File: config.mk
export PLATFORM = sky130hd
export DESIGN_NAME = gpr_bus_datapath
export DESIGN_NICKNAME = d
export VERILOG_FILES = /design/src/rtl/gbd_pkg.sv /design/src/rtl/gbd_operand_sel.sv /design/src/rtl/gbd_alu.sv /design/src/rtl/gbd_regbank.sv /design/src/rtl/gpr_bus_datapath.sv
export SDC_FILE = /design/constraint.sdc
export NUM_CORES = 1
export LEC_CHECK = 0
export ABC_AREA = 0
export BUFFER_PORTS_ARGS = -buffer_cell sky130_fd_sc_hd__buf_2
export CAP_MARGIN = 20
export CORE_MARGIN = 3
export CORE_UTILIZATION = 35
export DETAILED_ROUTE_END_ITERATION = 8
export PLACE_DENSITY = 0.64
export SYNTH_ARGS = -nofsm -noshare
export SYNTH_HDL_FRONTEND = slang
export SYNTH_SLANG_ARGS = --single-unit
File: constraint.sdc
create_clock -name clk -period 5.4 [get_ports clk]
set_input_delay 1.08 -clock clk [delete_from_list [all_inputs] [get_ports clk]]
set_output_delay 1.08 -clock clk [all_outputs]
set_load 0.02 [all_outputs]
File: src/rtl/gbd_pkg.sv
package gbd_pkg;
    localparam int SEL_W    = 3;
    localparam int OP_W     = 5;
    localparam int CW_W     = 3 * SEL_W + OP_W;
    localparam int NUM_REGS = (1 << SEL_W) - 1;

    typedef logic [SEL_W-1:0] sel_t;

    typedef enum logic [OP_W-1:0] {
        OP_PASS = 5'b00000,
        OP_INC  = 5'b00001,
        OP_ADD  = 5'b00010,
        OP_SUB  = 5'b00101,
        OP_DEC  = 5'b00110,
        OP_AND  = 5'b01000,
        OP_OR   = 5'b01010,
        OP_XOR  = 5'b01100,
        OP_NOT  = 5'b01110,
        OP_SHR  = 5'b10000,
        OP_SHL  = 5'b11000
    } alu_op_e;

    typedef struct packed {
        sel_t            src_a;
        sel_t            src_b;
        sel_t            dst;
        logic [OP_W-1:0] op;
    } ctrl_t;

    function automatic logic [NUM_REGS-1:0] dst_decode(sel_t code);
        logic [NUM_REGS-1:0] hot;
        hot = '0;
        for (int i = 0; i < NUM_REGS; i++) begin
            if (int'(code) == i + 1) hot[i] = 1'b1;
        end
        return hot;
    endfunction
endpackage

File: src/rtl/gbd_operand_sel.sv
module gbd_operand_sel
    import gbd_pkg::*;
#(
    parameter int WIDTH = 8
) (
    input  sel_t             sel,
    input  logic [WIDTH-1:0] ext,
    input  logic [WIDTH-1:0] regs [NUM_REGS],
    output logic [WIDTH-1:0] bus
);
    always_comb begin
        bus = ext;
        for (int i = 0; i < NUM_REGS; i++) begin
            if (int'(sel) == i + 1) bus = regs[i];
        end
    end
endmodule

File: src/rtl/gbd_alu.sv
module gbd_alu
    import gbd_pkg::*;
#(
    parameter int WIDTH = 8
) (
    input  logic [OP_W-1:0]  op,
    input  logic [WIDTH-1:0] a,
    input  logic [WIDTH-1:0] b,
    output logic [WIDTH-1:0] y
);
    localparam logic [WIDTH-1:0] ONE = WIDTH'(1);

    always_comb begin
        case (op)
            OP_INC:  y = a + ONE;
            OP_ADD:  y = a + b;
            OP_SUB:  y = a - b;
            OP_DEC:  y = a - ONE;
            OP_AND:  y = a & b;
            OP_OR:   y = a | b;
            OP_XOR:  y = a ^ b;
            OP_NOT:  y = ~a;
            OP_SHR:  y = a >> 1;
            OP_SHL:  y = a << 1;
            default: y = a;
        endcase
    end
endmodule

File: src/rtl/gbd_regbank.sv
module gbd_regbank
    import gbd_pkg::*;
#(
    parameter int WIDTH = 8
) (
    input  logic             clk,
    input  logic             rst,
    input  sel_t             dst,
    input  logic [WIDTH-1:0] wdata,
    output logic [WIDTH-1:0] regs [NUM_REGS]
);
    logic [NUM_REGS-1:0] load_en;

    assign load_en = dst_decode(dst);

    for (genvar k = 0; k < NUM_REGS; k++) begin : g_reg
        always_ff @(posedge clk) begin
            if (rst)             regs[k] <= '0;
            else if (load_en[k]) regs[k] <= wdata;
        end

        AST_LOAD_WRITES: assert property (@(posedge clk) disable iff (rst)
            (int'(dst) == k + 1) |=> (regs[k] == $past(wdata)));
        AST_OTHERS_HOLD: assert property (@(posedge clk) disable iff (rst)
            (int'(dst) != k + 1) |=> $stable(regs[k]));
        AST_RESET_ZERO: assert property (@(posedge clk)
            rst |=> (regs[k] == '0));
    end
endmodule

File: src/rtl/gpr_bus_datapath.sv
module gpr_bus_datapath
    import gbd_pkg::*;
#(
    parameter int WIDTH = 8
) (
    input  logic             clk,
    input  logic             rst,
    input  logic [CW_W-1:0]  ctrl_word,
    input  logic [WIDTH-1:0] ext_in,
    output logic [WIDTH-1:0] ext_out
);
    ctrl_t            cw;
    logic [WIDTH-1:0] regs [NUM_REGS];
    logic [WIDTH-1:0] bus_a;
    logic [WIDTH-1:0] bus_b;
    logic [WIDTH-1:0] result;

    assign cw = ctrl_word;

    gbd_operand_sel #(.WIDTH(WIDTH)) u_sel_a (
        .sel(cw.src_a), .ext(ext_in), .regs(regs), .bus(bus_a)
    );

    gbd_operand_sel #(.WIDTH(WIDTH)) u_sel_b (
        .sel(cw.src_b), .ext(ext_in), .regs(regs), .bus(bus_b)
    );

    gbd_alu #(.WIDTH(WIDTH)) u_alu (
        .op(cw.op), .a(bus_a), .b(bus_b), .y(result)
    );

    gbd_regbank #(.WIDTH(WIDTH)) u_bank (
        .clk(clk), .rst(rst), .dst(cw.dst), .wdata(result), .regs(regs)
    );

    assign ext_out = result;

    AST_EXT_SOURCE: assert property (@(posedge clk) disable iff (rst)
        (cw.src_a == '0 && cw.op == OP_PASS) |-> (ext_out == ext_in));
    AST_UNDEF_PASSES: assert property (@(posedge clk) disable iff (rst)
        (cw.src_a == '0 && cw.op == 5'b00011) |-> (ext_out == ext_in));
    AST_DOUBLE_EXT: assert property (@(posedge clk) disable iff (rst)
        (cw.src_a == '0 && cw.src_b == '0 && cw.op == OP_ADD)
        |-> (ext_out == WIDTH'(ext_in + ext_in)));
endmodule

==> flow_metrics.py, run 1 <==
metrics = {
    "outcome": {
        "status": "finished with violations",
        "failed_checks": "setup timing",
    },
    "floorplanning": {
        "dieWidth_um": 121,
        "die_h_um": 121,
        "start_util_pct": 36.3,
        "io_pins": 32,
        "core_area_um2": 12800,
        "die_area_um2": 14700,
        "row_count": 41,
    },
    "power_and_ir_drop": {
        "p_leak_uw": 0.00227,
        "power.density_nw_per_um2": 198,
        "vdd_drop_max_mv": 0.191,
    },
    "cells_and_area": {
        "fin_area_um2": 5800,
        "multi_input_area_um2": 3460,
        "fin_nets": 679,
        "final_core_util_pct": 45.4,
        "layout_common_cells": "82 x nand2_1, 61 x buf_4, 57 x nor2_1, 56 x dfxtp_1, 44 x a21oi_1",
        "syn2layout_area_growth_pct": 25.0,
        "drive_above_1_share_pct": 29.0,
        "mostFrequentLayoutCell": "nand2_1",
        "fillers": 1208,
        "regMostFlops": "u_bank.regs",
        "largest_reg_flops": 56,
        "reg.largest.list": "u_bank.regs x56",
        "antenna_cells": 0,
        "ff_latch_area_um2": 1120,
    },
    "logic_synthesis": {
        "syn_inst": 566,
        "synth_fa_ha_area_share_pct": 6.64,
        "yosys.area_share.simple_pct": 20.7,
        "synth_edf_count": 0,
        "synth_cell_type_count": 71,
        "synth_warnings": 0,
        "synth_mux_area_share_pct": 16.0,
        "syn-cell-area_um2": 4640,
        "synth_flop_cell": "dfxtp_1",
        "seq_area_frac_synth_pct": 24.2,
        "synth_xor_xnor_area_share_pct": 2.27,
        "ys_ff_latch": 56,
        "synthArstFlopShare_pct": 0,
        "synth-compound-area-share_pct": 24.3,
        "avgSynthCellArea_um2": 8.19,
        "synth_top_family_by_area": "compound AO/OA/AOI/OAI gates",
        "synth_nets": 614,
    },
    "timing": {
        "worst_slew_pin_slew_ps": 1040,
        "final.setup_skew_ps": 12.2,
        "slew_viol_final": 0,
        "relSlewSlack_pct": 30.8,
        "period_share_pct": 100,
        "finalHoldViolations": 0,
        "rsz0062_at_grt": "yes",
        "finalSetupViolCount": 3,
        "fmax_ghz": 0.185,
        "fin_crit_ps": 5420,
        "fin_ws_ps": -15.1,
        "hold_slack_ps": 478,
    },
    "worst_setup_path": {
        "end_kind": "output port",
        "critical_path.n_buffers_inverters": 3,
        "worst_setup_path_start_kind": "primary input",
        "path_cells": "buf_12, mux4_2, buf_6, a211oi_4, nand4_2, xnor2_1, a22oi_1, nor2_1, ha_1, o2111ai_2, nand4b_1, a21o_1, a21oi_2, xnor2_2, xnor2_2, a21o_1, buf_6",
        "slowest_stage": "mux4_2",
        "worstPathMaxFanout": 8,
        "cp.arrival_ps": 4340,
        "required_ps": 4320,
        "critical_path_class": "in2out",
        "critPathMaxStageDelay_ps": 560,
        "cp_top_family": "compound AO/OA/AOI/OAI gates",
    },
    "global_routing": {
        "grt_max_degree": 57,
        "grt_use_total_pct": 21.2,
        "grt.overflow.total": 0,
        "antenna_found_initial": 0,
        "grt_pass1_vias": 4678,
        "grt_pass1_wl_um": 24700,
    },
    "route": {
        "drtIter0Drc": 427,
        "num_vias": 4707,
        "wl_per_cell_um": 19.0,
        "drc_errors": 0,
        "ant_nets": 0,
        "dr.pass1.iters": 5,
        "via_per_inst": 5.85,
        "wirelength_um": 15200,
    },
    "clocking": {
        "clkSinkCount": 56,
        "h-tree-depth": 2,
        "path_clk_slew_ps": 80,
        "cts-root-buf": "clkbuf_16",
        "clk_path_buf_depth": 2,
        "cts_tree": "done",
        "worstSkewPairLatency_ps": 300,
        "postCtsHoldBufs": 0,
        "cts_made_buffers": 5,
    },
    "placement": {
        "place_congestion": 0.973,
        "port_buffers": 31,
        "detailed_place_hpwl_um": 11300,
        "place_area_um2": 5340,
    },
    "min_path": {
        "holdCritPathClass": "reg2reg",
    },
    "job": {
        "max_cap_violations": 0,
    },
}
## per-stage QoR
stage / worst slack (ps) / setup TNS [ps] / power [µW] / cells
3_5_place_dp: -363 / -867 / 783 / 791
4_1_cts: 9.25 / 0 / 1130 / 804
2_1_floorplan: -0.774 / -0.774 / 660 / 566
5_1_grt: -159 / -590 / 1200 / 804
3_3_place_gp: -297 / -600 / 778 / 791
6_report: -15.1 / -27.9 / 1150 / 804
## cell type report
cell class | instances | share of cell area (%)
Tap cell | 172 | 3.71
Inverter | 23 | 1.49
Clock inverter | 2 | 0.259
Sequential cell | 56 | 19.3
Clock buffer | 6 | 2.40
Multi-Input combinational cell | 446 | 59.8
Timing Repair Buffer | 99 | 13.0
## power by group
part | total, µW | switching (µW) | internal (µW)
Clock | 334 | 149 | 185
Sequential | 438 | 11.7 | 426
Combinational | 378 | 212 | 166
Total | 1150 | 373 | 777
## worst reg2reg max path, cell delays in order (launching register included)
cell and delay [ps]:
dfxtp_1 350, mux4_2 530, buf_6 150, a211oi_4 280, nand4_2 150, xnor2_1 160, a22oi_1 170, nor2_1 80
ha_1 370, o2111ai_2 90, nand4b_1 140, a21o_1 210, a21oi_2 200, xnor2_2 110, xnor2_2 140, buf_4 140
buf_4 150, o31a_1 280
## cell families (layout without fill, tap and decap cells)
kind of cell	after synthesis	after routing
AOI/OAI and AO/OA	160	160
buffers and inverters	64	130
and+or+nand+nor	205	205
DFF	56	56
adders and majority gates	24	24
xor gates and xnor gates	12	12
muxes	45	45
## routing by layer
layer  GRT usage, %  vias up  part of all wire (%)  wire, µm
met5              0        -                     0         0
met4           8.00        0                   3.2       480
met3           2.52       38                   4.4       673
met2           35.5      144                    48      7290
met1           27.9     2316                    45      6790
li1               -     2209                     -         -
## Yosys cell counts (3+ instances only)
cell type  number  area [µm²]
nand3_1        15        75.1
nor2_1         58         218
nor3b_1         4        30.0
a32oi_1         3        26.3
o221ai_1        5        43.8
inv_2           3        11.3
o211ai_1        4        30.0
nand2_1        84         315
a2bb2oi_1       8        70.1
buf_1          10        37.5
ha_1           23         288
mux2_2          4        45.0
and3_1          3        18.8
o31a_1          7        61.3
xnor2_1         9        78.8
nor2b_1         6        37.5
buf_4           3        22.5
nand3b_1        7        52.6
o21ai_0        11        55.1
nor3_1          4        20.0
mux4_2         21         473
mux2i_1        13         130
a21o_1          4        30.0
mux2_1          5        56.3
a211oi_1       20         150
a211oi_2        3        37.5
xor2_1          3        26.3
a22oi_1        10        75.1
a21oi_1        49         245
or3b_2          3        26.3
clkbuf_1       18        67.6
o21a_1          8        60.1
buf_2           7        35.0
o21ai_1         5        25.0
inv_1          19        71.3
dfxtp_1        56        1120
a221o_1         3        30.0
## path summary, 6_finish.rpt
kind	start	cells after the start	slack, ps	endpoint
setup / recovery	ctrl_word[9]	17	-20	ext_out[7]
hold / removal	u_bank.regs[26]$_SDFFE_PP0N_	2	480	u_bank.regs[26]$_SDFFE_PP0N_
setup reg to reg	u_bank.regs[9]$_SDFFE_PP0N_	17	1600	u_bank.regs[47]$_SDFFE_PP0N_
hold reg to reg	u_bank.regs[26]$_SDFFE_PP0N_	2	480	u_bank.regs[26]$_SDFFE_PP0N_
## repair_timing
item	CTS	global route
setup endpoints to repair	6	6
setup buffers	5	0
resized for setup	32	27
hold endpoints to repair	0	0
pin swaps	20	17
Note: power is estimated with default switching activity, not from simulation.
==> inputs of run 2 (changes only) <==
--- a/config.mk
+++ b/config.mk
@@ -8,10 +8,10 @@
 export ABC_AREA = 0
 export BUFFER_PORTS_ARGS = -buffer_cell sky130_fd_sc_hd__buf_2
 export CAP_MARGIN = 20
-export CORE_MARGIN = 3
-export CORE_UTILIZATION = 35
+export CORE_MARGIN = 2
+export CORE_UTILIZATION = 56
 export DETAILED_ROUTE_END_ITERATION = 8
-export PLACE_DENSITY = 0.64
+export PLACE_DENSITY = 0.89
 export SYNTH_ARGS = -nofsm -noshare
 export SYNTH_HDL_FRONTEND = slang
 export SYNTH_SLANG_ARGS = --single-unit
==> flow_metrics.py, run 2 (synthesized netlist as in run 1, its figures left out) <==
metrics = {
    "cells_and_area": {
        "layout_common_cells": "83 x nand2_1, 60 x buf_4, 57 x nor2_1, 56 x dfxtp_1, 43 x a21oi_1",
        "reg.largest.list": "u_bank.regs x56",
        "regMostFlops": "u_bank.regs",
        "largest_reg_flops": 56,
        "antenna_cells": 0,
        "fin_nets": 674,
        "multi_input_area_um2": 3410,
        "fillers": 617,
        "ff_latch_area_um2": 1120,
        "syn2layout_area_growth_pct": 19.8,
        "mostFrequentLayoutCell": "nand2_1",
        "drive_above_1_share_pct": 26.7,
    },
    "timing": {
        "final.setup_skew_ps": 10.3,
        "period_share_pct": 102,
        "slew_viol_final": 0,
        "tns_ps": -268,
        "fin_ws_ps": -84.9,
        "fin_crit_ps": 5480,
        "finalHoldViolations": 0,
        "relSlewSlack_pct": 23.1,
        "rsz0062_at_grt": "yes",
        "fmax_ghz": 0.182,
        "finalSetupViolCount": 6,
        "worst_slew_pin_slew_ps": 1150,
    },
    "floorplanning": {
        "core_area_um2": 8130,
        "die_area_um2": 9020,
        "dieWidth_um": 95.0,
        "die_h_um": 95.0,
        "row_count": 33,
        "io_pins": 32,
        "start_util_pct": 57.0,
    },
    "route": {
        "drc_errors": 0,
        "wl_per_cell_um": 19.9,
        "num_vias": 4878,
        "ant_nets": 0,
        "wirelength_um": 14500,
        "via_per_inst": 6.67,
        "drtIter0Drc": 456,
        "dr.pass1.iters": 6,
    },
    "global_routing": {
        "antenna_found_initial": 0,
        "grt_max_degree": 57,
        "grt_pass1_wl_um": 23000,
        "grt_use_total_pct": 32.7,
        "grt_pass1_vias": 4617,
        "grt.overflow.total": 0,
    },
    "worst_setup_path": {
        "critical_path_class": "in2out",
        "worstPathMaxFanout": 6,
        "worst_setup_path_start_kind": "primary input",
        "end_kind": "output port",
        "required_ps": 4320,
        "cp.arrival_ps": 4400,
    },
    "clocking": {
        "h-tree-depth": 2,
        "path_clk_slew_ps": 100,
        "worstSkewPairLatency_ps": 310,
        "clk_path_buf_depth": 2,
        "clkSinkCount": 56,
        "cts_made_buffers": 5,
        "cts_tree": "done",
        "cts-root-buf": "clkbuf_8",
    },
    "outcome": {
        "failed_checks": "setup timing",
        "status": "finished with violations",
    },
    "placement": {
        "dp_worst_setup_slack_ps": -244,
        "place_congestion": 0.992,
        "detailed_place_hpwl_um": 10700,
        "port_buffers": 31,
    },
    "power_and_ir_drop": {
        "power.density_nw_per_um2": 201,
        "vdd_drop_max_mv": 0.271,
        "p_leak_uw": 0.00221,
    },
    "job": {
        "max_cap_violations": 0,
    },
    "min_path": {
        "holdCritPathClass": "reg2reg",
    },
}
==> run 2: worst max-delay path, stage by stage <==
cell,delay (ps)
buf_12,90
mux4_2,530
o32ai_4,360
ha_4,250
a21o_1,170
a21oi_2,180
ha_1,270
nor2b_4,140
o2111ai_2,180
nand4b_1,150
buf_4,170
xor2_1,140
nand2_1,90
a32oi_2,310
buf_4,180
buf_6,110
==> run 2: power breakdown <==
part,internal [µW],leakage [µW],switching [µW]
clock,182,0.0000642,128
combinational,160,0.00169,205
sequential,426,0.000454,13.3
total,768,0.00221,347
==> run 2: final cells by class <==
class / instances / share of cell area, %
multi-input combinational: 446 / 61.4
sequential: 56 / 20.2
timing repair buffer: 94 / 12.2
tap: 105 / 2.36
inverter: 23 / 1.55
clock buffer: 5 / 1.24
clock inverter: 2 / 1.08
==> run 2: timing repair <==
action                                  4_1_cts  5_1_grt
pin swaps                                    16       23
buffers inserted                              1        5
endpoints found under the setup margin        6        6
hold buffers                                  0        0
gates resized for setup                      23       18
==> run 2: layer usage <==
metal  share of wire, %  vias up  GRT usage [%]
met5                  0        -              0
met4                4.1        0           15.6
met3                9.5       64           3.59
met2                 49      313           54.6
met1                 38     2297           42.2
li1                   -     2204              -
==> run 2: per-stage QoR <==
step | hold slack, ps | cell area [µm²] | power, µW | util (%) | std cells
CTS | 478 | 5440 | 1090 | 66.9 | 726
finish | 479 | 5560 | 1110 | 68.3 | 731
global route | 505 | 5560 | 1160 | 68.3 | 731
detailed placement | 465 | 5190 | 776 | 63.8 | 718
global placement | 453 | 5190 | 764 | 63.8 | 718
floorplan | 442 | 4670 | 660 | - | 566
==> run 2: worst paths after layout <==
kind              cells after the start                            to  slack [ps]                    startpoint
hold reg to reg                       2  u_bank.regs[13]$_SDFFE_PP0N_         480  u_bank.regs[13]$_SDFFE_PP0N_
hold / removal                        2  u_bank.regs[13]$_SDFFE_PP0N_         480  u_bank.regs[13]$_SDFFE_PP0N_
setup / recovery                     16                    ext_out[5]         -80                  ctrl_word[9]
setup reg to reg                     19  u_bank.regs[53]$_SDFFE_PP0N_        1500   u_bank.regs[9]$_SDFFE_PP0N_
==> inputs of run 3 (changes only) <==
--- a/config.mk
+++ b/config.mk
@@ -8,10 +8,11 @@
 export ABC_AREA = 0
 export BUFFER_PORTS_ARGS = -buffer_cell sky130_fd_sc_hd__buf_2
 export CAP_MARGIN = 20
+export CORE_ASPECT_RATIO = 0.8
 export CORE_MARGIN = 2
-export CORE_UTILIZATION = 56
+export CORE_UTILIZATION = 67
 export DETAILED_ROUTE_END_ITERATION = 8
-export PLACE_DENSITY = 0.89
+export PLACE_DENSITY = 0.95
 export SYNTH_ARGS = -nofsm -noshare
 export SYNTH_HDL_FRONTEND = slang
 export SYNTH_SLANG_ARGS = --single-unit
==> constraint.sdc (replaced) <==
create_clock -name clk -period 6.94 [get_ports clk]
set_input_delay 1.388 -clock clk [delete_from_list [all_inputs] [get_ports clk]]
set_output_delay 1.388 -clock clk [all_outputs]
set_load 0.02 [all_outputs]
==> flow_metrics.py, run 3 (synthesized netlist as in run 1, its figures left out) <==
metrics = {
    "outcome": {
        "status": "finished clean",
    },
    "floorplanning": {
        "core_area_um2": 6790,
        "start_util_pct": 68.3,
        "row_count": 27,
        "die_h_um": 78.4,
        "io_pins": 32,
        "die_area_um2": 7610,
        "dieWidth_um": 97.0,
    },
    "route": {
        "drtIter0Drc": 789,
        "ant_nets": 0,
        "wirelength_um": 14200,
        "drc_errors": 0,
        "via_per_inst": 7.08,
        "dr.pass1.iters": 6,
        "num_vias": 4709,
        "wl_per_cell_um": 21.3,
    },
    "timing": {
        "finalHoldViolations": 0,
        "worst_slew_pin_slew_ps": 1010,
        "hold_slack_ps": 484,
        "period_share_pct": 96.5,
        "fin_crit_ps": 6690,
        "final.setup_skew_ps": 6.29,
        "rsz0062_at_grt": "no",
        "tns_ps": 0,
        "fmax_ghz": 0.149,
        "relSlewSlack_pct": 32.4,
        "slew_viol_final": 0,
        "finalSetupViolCount": 0,
    },
    "cells_and_area": {
        "multi_input_area_um2": 3240,
        "mostFrequentLayoutCell": "nand2_1",
        "syn2layout_area_growth_pct": 5.80,
        "ff_latch_area_um2": 1120,
        "layout_common_cells": "84 x nand2_1, 58 x nor2_1, 56 x dfxtp_1, 49 x a21oi_1, 31 x buf_2",
        "fin_nets": 625,
        "fillers": 519,
        "largest_reg_flops": 56,
        "reg.largest.list": "u_bank.regs x56",
        "drive_above_1_share_pct": 16.4,
        "antenna_cells": 0,
        "regMostFlops": "u_bank.regs",
    },
    "clocking": {
        "clkSinkCount": 56,
        "h-tree-depth": 2,
        "cts_made_buffers": 5,
        "worstSkewPairLatency_ps": 320,
        "clk_path_buf_depth": 2,
        "path_clk_slew_ps": 100,
        "post_cts_buffers": 0,
        "cts-root-buf": "clkbuf_8",
        "postCtsHoldBufs": 0,
        "ctsResizeCount": 0,
        "cts_tree": "done",
    },
    "power_and_ir_drop": {
        "p_leak_uw": 0.00191,
        "design_power_total_uw": 765,
        "vdd_drop_max_mv": 0.172,
        "power.density_nw_per_um2": 156,
    },
    "global_routing": {
        "grt_pass1_wl_um": 23000,
        "antenna_found_initial": 0,
        "grt_max_degree": 57,
        "grt.overflow.total": 0,
        "grt_use_total_pct": 37.5,
        "grt_pass1_vias": 4630,
    },
    "worst_setup_path": {
        "cp.arrival_ps": 5310,
        "worst_setup_path_start_kind": "primary input",
        "critical_path_class": "in2out",
        "reg2reg_setup_slack_ps": 2900,
        "worstPathMaxFanout": 18,
        "required_ps": 5550,
        "end_kind": "output port",
    },
    "min_path": {
        "holdCritPathClass": "reg2reg",
    },
    "placement": {
        "place_congestion": 1.02,
        "detailed_place_hpwl_um": 10100,
        "port_buffers": 31,
    },
    "job": {
        "max_cap_violations": 0,
    },
}
run 3: cell count changes in the layout (fill, tap and decap cells not counted), sizes merged:
cell | previous run | this run
bufinv | 2 | 0
clkinvlp | 0 | 2
clkinv | 1 | 2
buf | 94 | 44
clkbuf | 5 | 6
run 3: worst paths after layout:
kind,start,endpoint,cells past startpoint
min reg2reg,u_bank.regs[45]$_SDFFE_PP0N_,u_bank.regs[45]$_SDFFE_PP0N_,2
max,ctrl_word[9],ext_out[3],16
max reg2reg,u_bank.regs[16]$_SDFFE_PP0N_,u_bank.regs[37]$_SDFFE_PP0N_,15
min,u_bank.regs[45]$_SDFFE_PP0N_,u_bank.regs[45]$_SDFFE_PP0N_,2
run 3: final cells by class:
cell class | instances | area share [%]
clock buffers | 5 | 1.40
repair buffers | 45 | 5.25
well taps | 87 | 2.22
flip-flops and latches | 56 | 22.9
inverters | 23 | 1.76
clock inverters | 3 | 0.485
multi-input cells | 446 | 66.0
run 3: worst max-delay path, cell delays in order:
cell and delay [ps]:
buf_2 270, buf_4 310, nand3_1 140, a211oi_1 350, a211oi_1 100, ha_1 290, a21o_1 190, a21oi_1 270
ha_1 290, nor2b_1 150, o21a_1 170, nor2_1 110, xnor2_1 130, a2111oi_0 120, a21oi_1 730, buf_2 300
run 3: through the flow:
step	setup slack (ps)	instances	instance area, µm²	util, %
after global routing	94.9	665	4910	72.2
after CTS	392	664	4900	72.2
after global placement	601	655	4800	70.7
after detailed placement	416	656	4810	70.8
final	246	665	4910	72.2
after floorplan	648	566	4640	-
run 3: routing by layer:
metal,global-route usage [%],vias to the layer above,wire [µm]
li1,-,2095,-
met1,49.2,2144,5240
met2,61.1,399,6470
met3,6.86,71,1920
met4,16.5,0,547
met5,0,-,0
run 3: report_power, final:
| group | switching [µW] | internal [µW] |
|---|---|---|
| Sequential | 9.34 | 331 |
| Clock | 115 | 71.8 |
| Combinational | 150 | 88.1 |
